$ cat config.mk
export PLATFORM = sky130hd
export DESIGN_NAME = jtag_ir_status
export DESIGN_NICKNAME = d
export VERILOG_FILES = /design/src/rtl/jir_pkg.sv /design/src/rtl/jir_capture_pat.sv /design/src/rtl/jir_shifter.sv /design/src/rtl/jir_update_reg.sv /design/src/rtl/jir_tdo_stage.sv /design/src/rtl/jtag_ir_status.sv
export SDC_FILE = /design/constraint.sdc
export NUM_CORES = 1
export LEC_CHECK = 0
export BUFFER_PORTS_ARGS = -buffer_cell sky130_fd_sc_hd__buf_4
export CORE_UTILIZATION = 35
export DETAILED_ROUTE_END_ITERATION = 12
export SLEW_MARGIN = 20
export SYNTH_ARGS = -nofsm -noshare
export SYNTH_HDL_FRONTEND = slang
export SYNTH_SLANG_ARGS = --single-unit
$ cat constraint.sdc
create_clock -name tck -period 2.1 [get_ports tck]
set_clock_uncertainty 0.05 [all_clocks]
set_input_delay 0.42 -clock tck [delete_from_list [all_inputs] [get_ports tck]]
set_output_delay 0.42 -clock tck [all_outputs]
set_load 0.01 [all_outputs]
$ cat src/rtl/jir_pkg.sv
package jir_pkg;
  localparam int IR_W = 6;
  localparam logic [1:0] CAP_FIXED = 2'b01;
  localparam logic [5:0] IDCODE_OP = 6'b001001;

  typedef struct packed {
    logic cfg_done;
    logic init_ok;
    logic prog_en;
    logic prog_fin;
  } jir_status_t;
endpackage

$ cat src/rtl/jir_capture_pat.sv
module jir_capture_pat
  import jir_pkg::*;
#(
  parameter int IR_W = jir_pkg::IR_W
) (
  input  jir_status_t       status,
  output logic [IR_W-1:0]   pattern
);
  always_comb begin
    pattern      = '0;
    pattern[1:0] = CAP_FIXED;
    pattern[2]   = status.prog_fin;
    pattern[3]   = status.prog_en;
    pattern[4]   = status.init_ok;
    pattern[5]   = status.cfg_done;
  end
endmodule

$ cat src/rtl/jir_shifter.sv
module jir_shifter #(
  parameter int IR_W = 6
) (
  input  logic            clk,
  input  logic            rst,
  input  logic            load,
  input  logic            shift,
  input  logic            din,
  input  logic [IR_W-1:0] pattern,
  output logic [IR_W-1:0] q
);
  always_ff @(posedge clk) begin
    if (rst)        q <= '0;
    else if (load)  q <= pattern;
    else if (shift) q <= {din, q[IR_W-1:1]};
  end
endmodule

$ cat src/rtl/jir_update_reg.sv
module jir_update_reg #(
  parameter int              IR_W     = 6,
  parameter logic [IR_W-1:0] RESET_OP = '0
) (
  input  logic            clk,
  input  logic            rst,
  input  logic            tap_reset,
  input  logic            update,
  input  logic [IR_W-1:0] d,
  output logic [IR_W-1:0] q
);
  always_ff @(posedge clk) begin
    if (rst || tap_reset) q <= RESET_OP;
    else if (update)      q <= d;
  end
endmodule

$ cat src/rtl/jir_tdo_stage.sv
module jir_tdo_stage (
  input  logic clk,
  input  logic rst,
  input  logic shift,
  input  logic bit_in,
  output logic tdo
);
  always_ff @(negedge clk) begin
    if (rst) tdo <= 1'b0;
    else     tdo <= shift ? bit_in : 1'b0;
  end
endmodule

$ cat src/rtl/jtag_ir_status.sv
module jtag_ir_status
  import jir_pkg::*;
#(
  parameter int              IR_W     = jir_pkg::IR_W,
  parameter logic [IR_W-1:0] RESET_OP = IR_W'(jir_pkg::IDCODE_OP)
) (
  input  logic            tck,
  input  logic            rst,
  input  logic            tap_reset,
  input  logic            tap_capture,
  input  logic            tap_shift,
  input  logic            tap_update,
  input  logic            tdi,
  input  logic            st_cfg_done,
  input  logic            st_init_ok,
  input  logic            st_prog_en,
  input  logic            st_prog_fin,
  output logic            tdo,
  output logic [IR_W-1:0] instr
);
  jir_status_t     status;
  logic [IR_W-1:0] cap_word;
  logic [IR_W-1:0] shift_q;

  assign status = '{cfg_done: st_cfg_done, init_ok: st_init_ok,
                    prog_en: st_prog_en, prog_fin: st_prog_fin};

  jir_capture_pat #(.IR_W(IR_W)) u_cap (
    .status (status),
    .pattern(cap_word)
  );

  jir_shifter #(.IR_W(IR_W)) u_shift (
    .clk    (tck),
    .rst    (rst),
    .load   (tap_capture),
    .shift  (tap_shift),
    .din    (tdi),
    .pattern(cap_word),
    .q      (shift_q)
  );

  jir_update_reg #(.IR_W(IR_W), .RESET_OP(RESET_OP)) u_upd (
    .clk      (tck),
    .rst      (rst),
    .tap_reset(tap_reset),
    .update   (tap_update),
    .d        (shift_q),
    .q        (instr)
  );

  jir_tdo_stage u_tdo (
    .clk   (tck),
    .rst   (rst),
    .shift (tap_shift),
    .bit_in(shift_q[0]),
    .tdo   (tdo)
  );
endmodule

==> results.sh <==
export IMPL_number_of_buffers_added_for_setup_after_cts=0
export IMPL_min_delay_worst_type="in2reg"
export IMPL_maximum_number_of_pins_on_one_net_before_global_route_repair=12
export IMPL_setup_total_negative_slack_ns=-0.153
export IMPL_finalWeightedCongestion=0.700
export IMPL_ant_nets=0
export IMPL_power_leakage_nw=0.315
export IMPL_grt_antenna_before_repair=0
export IMPL_post_synth_inst_count=49
export IMPL_die_width_um=40.4
export IMPL_drive_gt1_share_pct=32.4
export IMPL_worst_setup_path_end_kind="output port"
export IMPL_path_buf_inv=1
export IMPL_cp_required_ns=1.63
export IMPL_setup_slack_ns=-0.153
export IMPL_start_util_pct=38.6
export IMPL_dp_final_hpwl_um=709
export IMPL_highest_net_fanout_along_the_worst_path=1
export IMPL_grt_overflow_total=0
export IMPL_critical_path_slowest_cell="sky130_fd_sc_hd__dfxtp_2"
export IMPL_totalPowerFinal_uw=485
export IMPL_r2r_cells=2
export IMPL_floorplan_rows=13
export IMPL_worst_path_dominant_cell_family="flip-flops"
export IMPL_detailedRoute_firstIterationViolations=1
export IMPL_slew_viol_final=0
export IMPL_cts_htree_levels=1
export IMPL_max_clock_path_buffers=2
export IMPL_critical_path_class="reg2out"
export IMPL_detailed_route_wl_um=976
export IMPL_timing_hold_worst_path_depth=2
export IMPL_maxCapViolCount=0
export IMPL_first_global_vias=329
export IMPL_drt_pass1_iterations=2
export IMPL_first_pass_grt_wire_length_um=1480
export IMPL_crit_path_start_kind="flip-flop"
export IMPL_synth_warnings=0
export IMPL_root_buffer="sky130_fd_sc_hd__clkbuf_4"
export IMPL_report_final_hold_viol_count=0
export IMPL_die_boundary_height_um=40.4
export IMPL_cts_reportedPaths_clkPinSlew_ns=0.08
export IMPL_final_setup_viol_count=1
export IMPL_dr_total_vias=392
export IMPL_syn_mean_instance_area_um2=10.5
export IMPL_antenna_diode_count=0
export IMPL_timing_worst_slew_pin_value_ns=0.154
export IMPL_power_per_cell_area_nw_per_um2=716
export IMPL_die_area_um2=1630
export IMPL_synth_sequential_area_ratio_pct=50.5
export IMPL_number_of_sinks_handled_by_clock_tree_synthesis=13
export IMPL_yosys_cell_types_count=12
export IMPL_status="complete, but fails checks"
export IMPL_path_cells="buf_6"
export IMPL_failing_checks="negative setup slack"
export IMPL_ctsHoldBuffers=0
export IMPL_worst_ir_drop_vdd_mv=0.304
export IMPL_core_area_um2=1330
export IMPL_critical_path_max_stage_delay_ns=0.30
export IMPL_fin_nets=80
export IMPL_flow_area_growth_from_synthesis_pct=31.3
export IMPL_global_route_usage_total_pct=14.3
export IMPL_mostFrequentLayoutCell="sky130_fd_sc_hd__buf_4"
export IMPL_final_routed_drc_violation_total=0
export IMPL_timing_critical_path_arrival_ns=1.78
export IMPL_final_cell_mix="sky130_fd_sc_hd__buf_4 (17), sky130_fd_sc_hd__mux2i_1 (12), sky130_fd_sc_hd__dfxtp_1 (12)"
export IMPL_clk_latency_ns=0.27
export IMPL_port_buffer_count=17
export IMPL_worst_path_stages=1
export IMPL_detail_route_vias_per_cell=4.72
export IMPL_cts_inserted_buffers=3
export IMPL_wl_per_cell_um=11.8
export IMPL_postSynthRegisterBits=13
export IMPL_slew_headroom_pct=89.4
export IMPL_cts_tree="done"
export IMPL_rsz0062_at_grt="true"
export IMPL_syn_num_nets=60
export IMPL_io_pin_count=18
export IMPL_synthesis_area_um2=515
[what timing repair did]
item                                    in CTS  in global routing
endpoints found under the setup margin       1                  1
cloned                                       0                  0
hold endpoints to repair                     0                  0
resized for setup                            1                  1
pin swaps                                    0                  0
[cell usage after synthesis (all sizes together)]
master,n,area share [%]
a211oi,4,5.8
a21oi,1,0.97
buf,3,4.6
dfxtp,13,50
inv,2,1.5
mux2i,12,23
nand2,3,2.2
nor2,2,1.5
nor2b,4,4.9
nor3,5,4.9
[kinds of logic (layout without fill, tap and decap cells)]
| logic type | after synthesis | after routing | synth area share [%] |
|---|---|---|---|
| mux | 12 | 12 | 23.3 |
| buf+inv | 5 | 24 | 6.07 |
| compound gates | 5 | 5 | 6.80 |
| simple gates | 14 | 14 | 13.3 |
| flops | 13 | 13 | 50.5 |
[sequential cells by signal, indices dropped and copies added, names as in the netlist]
register,cells
u_tdo.tdo,1
u_shift.q,6
u_upd.q,6
[worst paths after layout]
kind           startpoint    endpoint  slack [ns]
min             tap_reset  u_upd.q[4]        0.29
max reg2reg  u_shift.q[0]   u_tdo.tdo        0.48
min reg2reg    u_upd.q[0]  u_upd.q[0]        0.42
max             u_tdo.tdo         tdo       -0.15
[metrics by stage]
stage	hold WS (ns)	area, um2	setup slack [ns]	utilization, %	cells
final	0.293	677	-0.153	50.8	83
after global routing	0.280	677	-0.203	50.8	83
after CTS	0.289	676	-0.159	50.7	83
after detailed placement	0.408	646	0.177	48.4	79
after global placement	0.406	646	0.175	48.4	79
after floorplan	0.416	515	0.249	-	49
[routing by layer]
| layer | wire [um] | share of wire (%) | GRT usage, % |
|---|---|---|---|
| met1 | 493 | 51 | 20.7 |
| met2 | 432 | 44 | 19.0 |
| met3 | 50 | 5.1 | 5.00 |
| met4 | 0 | 0 | 5.00 |
| met5 | 0 | 0 | 0 |
[layout make-up]
class	count	area, um2
clock buffers	4	26.3
clock inverters	1	3.75
fillers	137	657
inverters	1	3.75
multi-input cells	31	224
flip-flops and latches	13	262
well taps	15	18.8
repair buffers	18	139
[power breakdown]
group | leakage (nW) | internal (mW) | total [mW] | switching (mW)
Sequential | 0.107 | 0.258 | 0.266 | 0.00810
Clock | 0.0203 | 0.0759 | 0.159 | 0.0827
Combinational | 0.188 | 0.0340 | 0.0602 | 0.0262
Total | 0.315 | 0.368 | 0.485 | 0.117
Power figures use the tool's default switching activity.
